<file path="src/rtl/rtc_alarm_pkg.sv">
`timescale 1ns/1ps
// Package: shared constants for the RTC alarm/periodic interrupt unit.
// Assumes an 8-bit register file. The bit positions below are decoded by
// host software, so they are fixed.
package rtc_alarm_pkg;

    // Status register bit positions
    localparam int STAT_TICK_LSB = 2;   // bits 2..5: sec, min, hour, day
    localparam int STAT_ALARM    = 6;
    localparam int STAT_PWRUP    = 7;
    localparam int NUM_TICKS     = 4;

    // Control register bit positions
    localparam int CTL_TMR_EN    = 2;
    localparam int CTL_ALM_EN    = 3;
    localparam int CTL_W         = 4;

    // Values of the period select field
    typedef enum logic [1:0] {
        PER_SECOND = 2'd0,
        PER_MINUTE = 2'd1,
        PER_HOUR   = 2'd2,
        PER_DAY    = 2'd3
    } period_sel_e;

endpackage

</file>
<file path="src/rtl/rtc_alarm_regs.sv">
`timescale 1ns/1ps
// Module: rtc_alarm_regs
// Holds the alarm time fields and the interrupt control register.
// Assumes: a write lands on one address per cycle. Each field has its own
// address at ALARM_BASE + index. Reset zeroes everything.
module rtc_alarm_regs #(
    parameter int DW         = 8,
    parameter int AW         = 5,
    parameter int NFIELD     = 6,
    parameter int ALARM_BASE = 7,
    parameter int CTRL_ADDR  = 15,
    parameter int CTL_W      = 4
) (
    input  logic                 clk,
    input  logic                 rst_n,
    input  logic                 wr_en,
    input  logic [AW-1:0]        wr_addr,
    input  logic [DW-1:0]        wr_data,
    output logic [NFIELD*DW-1:0] alarm_flat,
    output logic [CTL_W-1:0]     ctl_q
);

    localparam logic [AW-1:0] CTRL_A = AW'(CTRL_ADDR);

    generate
        for (genvar f = 0; f < NFIELD; f++) begin : g_field
            localparam logic [AW-1:0] FIELD_A = AW'(ALARM_BASE + f);
            logic [DW-1:0] field_q;

            // Alarm field storage, loaded by a write to its own address
            always_ff @(posedge clk) begin
                if (!rst_n)
                    field_q <= '0;
                else if (wr_en && (wr_addr == FIELD_A))
                    field_q <= wr_data;
            end

            assign alarm_flat[f*DW +: DW] = field_q;
        end
    endgenerate

    // Control register: period select and the two interrupt enables
    always_ff @(posedge clk) begin
        if (!rst_n)
            ctl_q <= '0;
        else if (wr_en && (wr_addr == CTRL_A))
            ctl_q <= wr_data[CTL_W-1:0];
    end

endmodule

</file>
<file path="src/rtl/rtc_alarm_match.sv">
`timescale 1ns/1ps
// Module: rtc_alarm_match
// Compares each live time field with the stored alarm field. It reports a
// hit in the cycle of a second tick when all fields are equal.
// Assumes: the live fields are stable in the cycle of the tick.
module rtc_alarm_match #(
    parameter int DW     = 8,
    parameter int NFIELD = 6
) (
    input  logic [NFIELD*DW-1:0] live_flat,
    input  logic [NFIELD*DW-1:0] alarm_flat,
    input  logic                 tick_sec,
    output logic                 hit
);

    logic [NFIELD-1:0] field_eq;

    generate
        for (genvar f = 0; f < NFIELD; f++) begin : g_cmp
            // Per-field equality
            assign field_eq[f] = (live_flat[f*DW +: DW] == alarm_flat[f*DW +: DW]);
        end
    endgenerate

    // A hit needs all fields equal and a second tick
    assign hit = tick_sec && (&field_eq);

endmodule

</file>
<file path="src/rtl/rtc_event_status.sv">
`timescale 1ns/1ps
// Module: rtc_event_status
// Sticky status flags: four periodic tick flags, the alarm flag and the
// power-up flag. Each flag is cleared by writing 1 to its bit. A set in the
// same cycle wins over the clear.
// Assumes: the tick strobes last one cycle. Reset is the cold start.
module rtc_event_status #(
    parameter int DW        = 8,
    parameter int AW        = 5,
    parameter int STAT_ADDR = 14
) (
    input  logic          clk,
    input  logic          rst_n,
    input  logic          wr_en,
    input  logic [AW-1:0] wr_addr,
    input  logic [DW-1:0] wr_data,
    input  logic [rtc_alarm_pkg::NUM_TICKS-1:0] ticks,
    input  logic          alarm_hit,
    output logic [DW-1:0] status_q
);

    import rtc_alarm_pkg::*;

    localparam logic [AW-1:0] STAT_A     = AW'(STAT_ADDR);
    localparam logic [DW-1:0] PWRUP_MASK = DW'(1) << STAT_PWRUP;
    localparam logic [DW-1:0] VALID_MASK = ~((DW'(1) << STAT_TICK_LSB) - DW'(1));

    logic [DW-1:0] set_v;
    logic [DW-1:0] clr_v;

    // Collect the set requests from the events of this cycle
    always_comb begin
        set_v = '0;
        for (int k = 0; k < NUM_TICKS; k++)
            set_v[STAT_TICK_LSB + k] = ticks[k];
        set_v[STAT_ALARM] = alarm_hit;
    end

    // Clear mask from a write to the status address
    assign clr_v = (wr_en && (wr_addr == STAT_A)) ? wr_data : '0;

    // Flag update: clear first, then set, with unused low bits held at 0
    always_ff @(posedge clk) begin
        if (!rst_n)
            status_q <= PWRUP_MASK;
        else
            status_q <= ((status_q & ~clr_v) | set_v) & VALID_MASK;
    end

endmodule

</file>
<file path="src/rtl/rtc_irq_gen.sv">
`timescale 1ns/1ps
// Module: rtc_irq_gen
// Builds the single interrupt line from the status flags and the control
// register. The line is combinational from registered state.
// Assumes: status and control come from registers.
module rtc_irq_gen #(
    parameter int DW    = 8,
    parameter int CTL_W = 4
) (
    input  logic [DW-1:0]    status_q,
    input  logic [CTL_W-1:0] ctl_q,
    output logic             irq
);

    import rtc_alarm_pkg::*;

    logic [NUM_TICKS-1:0] tick_flags;
    period_sel_e          sel;
    logic                 tick_src;
    logic                 alarm_src;

    assign tick_flags = status_q[STAT_TICK_LSB +: NUM_TICKS];
    assign sel        = period_sel_e'(ctl_q[1:0]);

    // Pick the periodic flag named by the period select
    always_comb begin
        unique case (sel)
            PER_SECOND: tick_src = tick_flags[0];
            PER_MINUTE: tick_src = tick_flags[1];
            PER_HOUR:   tick_src = tick_flags[2];
            PER_DAY:    tick_src = tick_flags[3];
            default:    tick_src = 1'b0;
        endcase
    end

    assign alarm_src = status_q[STAT_ALARM] & ctl_q[CTL_ALM_EN];

    // Gate each source by its enable and merge them
    assign irq = alarm_src | (tick_src & ctl_q[CTL_TMR_EN]);

endmodule

</file>
<file path="src/rtl/rtc_alarm_irq_unit.sv">
`timescale 1ns/1ps
// Module: rtc_alarm_irq_unit (top)
// RTC alarm compare, periodic event flags and interrupt output. The
// timekeeping core supplies the live BCD fields and the rollover strobes.
// Assumes: one write per cycle. Reads are combinational from the registers.
module rtc_alarm_irq_unit #(
    parameter int DW         = 8,
    parameter int AW         = 5,
    parameter int ALARM_BASE = 7,
    parameter int STAT_ADDR  = 14,
    parameter int CTRL_ADDR  = 15
) (
    input  logic          clk,
    input  logic          rst_n,
    input  logic          wr_en,
    input  logic [AW-1:0] wr_addr,
    input  logic [DW-1:0] wr_data,
    input  logic [AW-1:0] rd_addr,
    output logic [DW-1:0] rd_data,
    input  logic [DW-1:0] cur_sec,
    input  logic [DW-1:0] cur_min,
    input  logic [DW-1:0] cur_hour,
    input  logic [DW-1:0] cur_day,
    input  logic [DW-1:0] cur_mon,
    input  logic [DW-1:0] cur_year,
    input  logic          tick_sec,
    input  logic          tick_min,
    input  logic          tick_hour,
    input  logic          tick_day,
    output logic          irq
);

    import rtc_alarm_pkg::*;

    localparam int NFIELD = 6;
    localparam logic [AW-1:0] STAT_A = AW'(STAT_ADDR);
    localparam logic [AW-1:0] CTRL_A = AW'(CTRL_ADDR);

    logic [NFIELD*DW-1:0]  live_flat;
    logic [NFIELD*DW-1:0]  alarm_flat;
    logic [CTL_W-1:0]      ctl_q;
    logic [DW-1:0]         status_q;
    logic [NUM_TICKS-1:0]  ticks;
    logic                  alarm_hit;

    // Field 0 is seconds, and so on up to field 5, the year
    assign live_flat = {cur_year, cur_mon, cur_day, cur_hour, cur_min, cur_sec};
    assign ticks     = {tick_day, tick_hour, tick_min, tick_sec};

    rtc_alarm_regs #(
        .DW(DW), .AW(AW), .NFIELD(NFIELD),
        .ALARM_BASE(ALARM_BASE), .CTRL_ADDR(CTRL_ADDR), .CTL_W(CTL_W)
    ) u_regs (
        .clk(clk), .rst_n(rst_n), .wr_en(wr_en), .wr_addr(wr_addr),
        .wr_data(wr_data), .alarm_flat(alarm_flat), .ctl_q(ctl_q)
    );

    rtc_alarm_match #(.DW(DW), .NFIELD(NFIELD)) u_match (
        .live_flat(live_flat), .alarm_flat(alarm_flat),
        .tick_sec(tick_sec), .hit(alarm_hit)
    );

    rtc_event_status #(.DW(DW), .AW(AW), .STAT_ADDR(STAT_ADDR)) u_status (
        .clk(clk), .rst_n(rst_n), .wr_en(wr_en), .wr_addr(wr_addr),
        .wr_data(wr_data), .ticks(ticks), .alarm_hit(alarm_hit),
        .status_q(status_q)
    );

    rtc_irq_gen #(.DW(DW), .CTL_W(CTL_W)) u_irq (
        .status_q(status_q), .ctl_q(ctl_q), .irq(irq)
    );

    // Read multiplexer over status, control and alarm fields
    always_comb begin
        rd_data = '0;
        if (rd_addr == STAT_A)
            rd_data = status_q;
        else if (rd_addr == CTRL_A)
            rd_data = DW'(ctl_q);
        else
            for (int f = 0; f < NFIELD; f++)
                if (rd_addr == AW'(ALARM_BASE + f))
                    rd_data = alarm_flat[f*DW +: DW];
    end

endmodule

</file>
<file path="config.mk">
export PLATFORM = sky130hd
export DESIGN_NAME = rtc_alarm_irq_unit
export DESIGN_NICKNAME = d
export VERILOG_FILES = /design/src/rtl/rtc_alarm_pkg.sv /design/src/rtl/rtc_alarm_regs.sv /design/src/rtl/rtc_alarm_match.sv /design/src/rtl/rtc_event_status.sv /design/src/rtl/rtc_irq_gen.sv /design/src/rtl/rtc_alarm_irq_unit.sv
export SDC_FILE = /design/constraint.sdc
export NUM_CORES = 1
export LEC_CHECK = 0
export CORE_AREA = 2 2 70 105
export CTS_BUF_LIST = sky130_fd_sc_hd__clkbuf_2
export CTS_CLUSTER_DIAMETER = 200
export DETAILED_ROUTE_END_ITERATION = 8
export DIE_AREA = 0 0 72 107
export PLACE_DENSITY = 0.79
export SLEW_MARGIN = 20
export SYNTH_ARGS = -nofsm -noshare
export SYNTH_HDL_FRONTEND = slang
export SYNTH_SLANG_ARGS = --single-unit
</file>
<file path="constraint.sdc">
create_clock -name clk -period 2.45 [get_ports clk]
set_input_delay 0.6125 -clock clk [delete_from_list [all_inputs] [get_ports clk]]
set_output_delay 0.6125 -clock clk [all_outputs]
set_load 0.03 [all_outputs]
</file>
==> flow_summary.json, run 1 <==
{
  "critPathCaptureType": "output pin",
  "clock-sinks": 58,
  "yosys.area_share.simple_pct": 21.9,
  "crit_required_ps": 1840,
  "cts-root-buf": "clkbuf_2",
  "syn_area_mm2": 0.00341,
  "clk_latency_ps": 500,
  "fin_tns_setup_ps": -878,
  "slowest_stage": "a221oi_2",
  "cts_buffers": 9,
  "crit_path_frequent_cell": "buf_6",
  "cts_hold_buf": 0,
  "initial_core_util_pct": 50.1,
  "yosysSeqAreaShare_pct": 34.1,
  "dr.pass1.iters": 5,
  "die_w_um": 72,
  "crit_family": "compound AO/OA/AOI/OAI gates",
  "period_needed_ps": 2650,
  "dpl.hpwl_mm": 8.81,
  "synth_common_cells": "58 x dfxtp_1, 45 x nor2b_1, 44 x mux2i_1, 31 x xor2_1, 24 x nand2_1",
  "synth_fp_nets": 441,
  "yosys.area.top_type": "dfxtp_1",
  "yosys_warnings": 0,
  "synth.area.top_cells": "dfxtp_1 34%, mux2i_1 13%, nor2b_1 8.3%, xor2_1 8.0%, xnor2_1 4.4%",
  "path_max_fanout": 6,
  "syn_area_per_cell_um2": 9.26,
  "ant_nets": 0,
  "nFillCells": 580,
  "synthFlopType": "dfxtp_1",
  "power_leakage_nw": 1.96,
  "ys_ff_latch": 58,
  "grt_pass1_wl_mm": 17.1,
  "synth_edf_count": 0,
  "synthMuxAreaShare_pct": 15.9,
  "dp_slack_ps": -986,
  "rows": 37,
  "min_path_type": "register to register",
  "fin_ws_ps": -197,
  "grt_pass1_vias": 3230,
  "drtIter0Drc": 160,
  "design_area_mm2": 0.00478,
  "ioPinCount": 82,
  "h-tree-depth": 3,
  "io_buffers": 81,
  "power_density_mw_per_mm2": 382,
  "antenna_found_initial": 1,
  "vdd_drop_max_uv": 389,
  "min_period_over_period_pct": 108,
  "yosysMostFrequentCell": "dfxtp_1",
  "drv_slew": 0,
  "critical-path-max-stage-delay_ps": 250,
  "place.gp.congestion": 0.925,
  "cts_tree": "done",
  "drc": 0,
  "finalSetupViolations": 7,
  "hold_viol": 0,
  "num_vias": 3237,
  "ctsLongestPathBuffers": 2,
  "drive_above_1_share_pct": 22.8,
  "clock_skew_ps": 16.3,
  "gr-total-overflow": 0,
  "yosys.area_share.xor_xnor_pct": 12.3,
  "avgRoutedWirePerCell_um": 19.4,
  "async_reset_ff_share_pct": 0,
  "cp.arrival_ps": 2030,
  "dpl_cell_area_mm2": 0.00451,
  "area_growth_pct": 40.2,
  "worst_slew_pin_slew_ps": 523,
  "violations": "setup timing",
  "synth_compound_area_share_pct": 12.6,
  "synth_top_family_by_area": "simple AND/OR/NAND/NOR gates",
  "path_cells": "buf_8 > buf_6 > and2_4 > and3_4 > buf_4 > a221oi_2 > o21ai_1 > a32o_2 > buf_6",
  "worstSetupStartpointType": "primary input",
  "max_slew_margin_pct": 65.0,
  "synthAdderAreaFrac_pct": 0,
  "syn_inst": 368,
  "rsz0062_at_grt": "yes",
  "die-area_mm2": 0.00770,
  "grt_max_degree": 59,
  "dieHeight_um": 107,
  "drv_cap": 0,
  "cp_num_buf_inv": 4,
  "synth_top_area_share_pct": 34.1,
  "multi_input_area_mm2": 0.00222,
  "viasPerCell": 5.63,
  "register_area_mm2": 0.00117,
  "critPathKind": "primary input to output pin",
  "nets": 564,
  "cts.clk_slew.worst_paths_ps": 150,
  "groute.usage.overall_pct": 30.1,
  "status": "finished with violations",
  "fmax_mhz": 378,
  "routed_wl_mm": 11.2,
  "core_region_area_mm2": 0.00681,
  "ys_types": 47
}
power breakdown:
part | leakage [nW] | switching (mW) | internal, mW | total, mW
clock network | 0.0551 | 0.359 | 0.128 | 0.487
registers | 0.471 | 0.0116 | 0.955 | 0.967
logic | 1.43 | 0.160 | 0.212 | 0.372
layer usage:
metal	vias to the layer above	routed length, µm	part of all wire (%)	global-route usage, %
met4	0	357	3.2	12.9
met5	-	0	0	0
met3	25	776	7.0	6.67
met1	1522	4330	39	34.9
li1	1557	-	-	-
met2	133	5700	51	52.4
worst register-to-register path, delay by kind of cell, from the launching register on:
kind                   cells  cell delay [ps]
AO/OA/AOI/OAI              1              290
XOR/XNOR                   1              110
buffers and inverters      2              330
flip-flops                 1              430
AND/OR/NAND/NOR            3              630
final cells by class:
| cell class | count | area share [%] |
|---|---|---|
| diodes | 1 | 0.0524 |
| clock buffers | 10 | 1.05 |
| clock inverters | 6 | 0.707 |
| inverters | 2 | 0.157 |
| multi-input cells | 288 | 46.4 |
| flip-flops and latches | 58 | 24.4 |
| well taps | 78 | 2.04 |
| repair buffers | 132 | 25.2 |
path summary, 6_finish.rpt:
path	start	to	slack, ps	cells after the start
max reg2reg	u_regs.g_field[2].field_q[2]	u_status.status_q[6]	560	7
min reg2reg	u_status.status_q[7]	u_status.status_q[7]	470	2
max	rd_addr[0]	rd_data[2]	-200	9
min	u_status.status_q[7]	u_status.status_q[7]	470	2
logic make-up after synthesis:
family | count (synthesis)
compound gates | 60
xor+xnor | 48
buf+inv | 22
flops | 58
mux | 51
simple gates | 129
state kept, by name, summed over array words and instances, names as in the netlist:
register and flops:
u_status.status_q 6, u_regs.ctl_q 4, u_regs.g_field.field_q 48
per-stage QoR:
step	total power [mW]	utilization, %	instances	hold WS [ps]
floorplan	1.12	-	368	423
global placement	1.33	66.3	548	442
detailed placement	1.34	66.3	548	445
CTS	1.83	69.7	574	464
global route	1.90	70.2	575	469
finish	1.83	70.2	575	473
cell usage in the layout (no fill, tap or decap), types with 3 or more instances in the layout:
| master | Yosys | routed |
|---|---|---|
| o21ai_0 | 9 | 5 |
| nor2_1 | 12 | 11 |
| buf_6 | 1 | 10 |
| clkdlybuf4s50_1 | 0 | 67 |
| xor2_1 | 31 | 31 |
| nor2b_1 | 45 | 45 |
| dfxtp_1 | 58 | 54 |
| a21oi_1 | 11 | 10 |
| mux2i_1 | 44 | 44 |
| a22o_1 | 5 | 5 |
| a221oi_2 | 1 | 4 |
| o21ai_1 | 1 | 5 |
| clkbuf_2 | 0 | 10 |
| a22oi_2 | 0 | 3 |
| mux2_2 | 5 | 5 |
| a22oi_1 | 6 | 3 |
| buf_4 | 5 | 49 |
| dfxtp_2 | 0 | 4 |
| nor4_1 | 8 | 8 |
| xnor2_1 | 17 | 17 |
| a21boi_0 | 12 | 12 |
| clkinv_2 | 0 | 3 |
| nand2_1 | 24 | 24 |
| nand3_1 | 14 | 14 |
| buf_2 | 2 | 3 |
| nand4_1 | 7 | 7 |
repair_timing:
action	4_1_cts	5_1_grt
setup buffers	10	0
resized for setup	68	9
pin swaps	18	7
endpoints found under the setup margin	9	8
cloned	0	0
Note: power is estimated with default switching activity, not from simulation.
==> run 2, diff against run 1 <==
--- a/config.mk
+++ b/config.mk
@@ -5,12 +5,13 @@
 export SDC_FILE = /design/constraint.sdc
 export NUM_CORES = 1
 export LEC_CHECK = 0
-export CORE_AREA = 2 2 70 105
+export CORE_AREA = 5 5 73 108
 export CTS_BUF_LIST = sky130_fd_sc_hd__clkbuf_2
 export CTS_CLUSTER_DIAMETER = 200
 export DETAILED_ROUTE_END_ITERATION = 8
-export DIE_AREA = 0 0 72 107
+export DIE_AREA = 0 0 78 113
 export PLACE_DENSITY = 0.79
+export SKIP_LAST_GASP = 1
 export SLEW_MARGIN = 20
 export SYNTH_ARGS = -nofsm -noshare
 export SYNTH_HDL_FRONTEND = slang
==> constraint.sdc (replaced) <==
create_clock -name clk -period 2.45 [get_ports clk]
set_input_delay 0.6125 -clock clk [delete_from_list [all_inputs] [get_ports clk]]
set_output_delay 0.6125 -clock clk [all_outputs]
set_load 0.1 [all_outputs]
==> flow_summary.json, run 2 (same netlist as run 1, synthesis figures left out) <==
{
  "top_regs": "u_regs.g_field.field_q: 48 flops, u_status.status_q: 6 flops, u_regs.ctl_q: 4 flops",
  "ctsLongestPathBuffers": 2,
  "clk_latency_ps": 490,
  "drc": 0,
  "worst_slew_pin_slew_ps": 517,
  "antenna_found_initial": 1,
  "status": "finished with violations",
  "largest-register": "u_regs.g_field.field_q",
  "cts_hold_buf": 0,
  "postLayoutCoreUtil_pct": 72.7,
  "worstSetupStartpointType": "register",
  "cp.arrival_ps": 1990,
  "grt_pass1_vias": 3334,
  "period_needed_ps": 2600,
  "critical-path-max-stage-delay_ps": 450,
  "groute.usage.overall_pct": 25.7,
  "max_slew_margin_pct": 65.4,
  "core_region_area_mm2": 0.00681,
  "routed_wl_mm": 11.2,
  "rows": 37,
  "min_path_type": "register to register",
  "io_buffers": 81,
  "dieHeight_um": 113,
  "power_leakage_nw": 1.99,
  "place.gp.congestion": 0.964,
  "die-area_mm2": 0.00881,
  "h-tree-depth": 3,
  "nets": 553,
  "cts_tree": "done",
  "area_growth_pct": 45.2,
  "min_period_over_period_pct": 106,
  "ant_nets": 0,
  "path_cells": "mux4_2 > a221o_1 > a22o_4 > buf_12",
  "drtIter0Drc": 173,
  "dp_cells": 540,
  "violations": "setup timing",
  "rsz0062_at_grt": "yes",
  "viasPerCell": 5.67,
  "final_cell_mix": "67 x clkdlybuf4s50_1, 49 x dfxtp_1, 45 x nor2b_1",
  "cts_buffers": 9,
  "dr.pass1.iters": 4,
  "gr-total-overflow": 0,
  "drive_above_1_share_pct": 23.5,
  "p_total_mw": 2.08,
  "die_w_um": 78,
  "drv_slew": 0,
  "clock-sinks": 58,
  "stdcell_count": 564,
  "grt_pass1_wl_mm": 17.6,
  "num_vias": 3198,
  "fin_tns_setup_ps": -363,
  "dp_slack_ps": -656,
  "slowest_stage": "mux4_2",
  "grt_max_degree": 38,
  "dpl.hpwl_mm": 8.75,
  "largest_reg_flops": 48,
  "power_density_mw_per_mm2": 419,
  "critPathKind": "register to output pin",
  "fin_ws_ps": -154,
  "hold_viol": 0,
  "cts-root-buf": "clkbuf_2",
  "fmax_mhz": 384,
  "finalSetupViolations": 7,
  "cts.clk_slew.worst_paths_ps": 190,
  "crit_required_ps": 1840,
  "vdd_drop_max_uv": 339,
  "clock_skew_ps": 33.8,
  "drv_cap": 0,
  "layout_commonest_cell": "clkdlybuf4s50_1",
  "avgRoutedWirePerCell_um": 19.8,
  "initial_core_util_pct": 50.1,
  "critPathCaptureType": "output pin",
  "ioPinCount": 82,
  "path_max_fanout": 2
}
-- run 2: cell types whose count changed in the layout (fill, tap and decap cells not counted), sizes merged --
cell / before / now
bufinv: 0 / 2
clkinvlp: 2 / 1
buf: 64 / 54
clkinv: 4 / 3
clkbuf: 11 / 10
-- run 2: worst paths after layout --
path                                     start                    to  slack (ps)  depth (start not counted)
hold / removal            u_status.status_q[7]  u_status.status_q[7]         500                          2
setup reg to reg  u_regs.g_field[1].field_q[2]  u_status.status_q[6]         800                          6
setup / recovery  u_regs.g_field[2].field_q[5]            rd_data[5]        -150                          4
hold reg to reg           u_status.status_q[7]  u_status.status_q[7]         500                          2
-- run 2: power by group --
part	switching [mW]	internal (mW)
clock network	0.364	0.336
logic	0.185	0.224
registers	0.0129	0.953
total	0.562	1.51
-- run 2: timing repair --
action                                 in CTS  in global routing
endpoints found under the hold margin       0                  0
pin swaps                                  16                  2
gates resized for setup                    50                 10
setup buffers                               6                  1
setup endpoints to repair                   9                  9
-- run 2: critical path, delay by kind of cell, from the launching register on --
kind            cells  cell delay (ps)
compound gates      2              540
flops               1              370
buf+inv             1              160
mux                 1              450
-- run 2: through the flow --
stage,area [µm²],hold WS (ps)
2_1_floorplan,3510,434
4_1_cts,4910,504
6_report,4950,501
3_5_place_dp,4670,486
3_3_place_gp,4670,471
5_1_grt,4950,532
-- run 2: metal layers --
layer  part of all wire [%]  wire (µm)  vias up  global-route usage (%)
met4                    4.1        461        0                    12.2
met1                     37       4070     1489                    29.0
li1                       -          -     1534                       -
met5                      0          0        -                       0
met2                     53       5890      145                    45.5
met3                    6.6        733       30                    5.41
-- run 2: area by class of cell --
cell class | instances | area [µm²]
clock inverter | 6 | 81.3
inverter | 2 | 7.51
sequential | 58 | 1180
multi-input combinational | 288 | 2290
tap | 78 | 97.6
clock buffer | 10 | 50.0
fill | 525 | 1860
timing repair buffer | 121 | 1240
antenna | 1 | 2.50
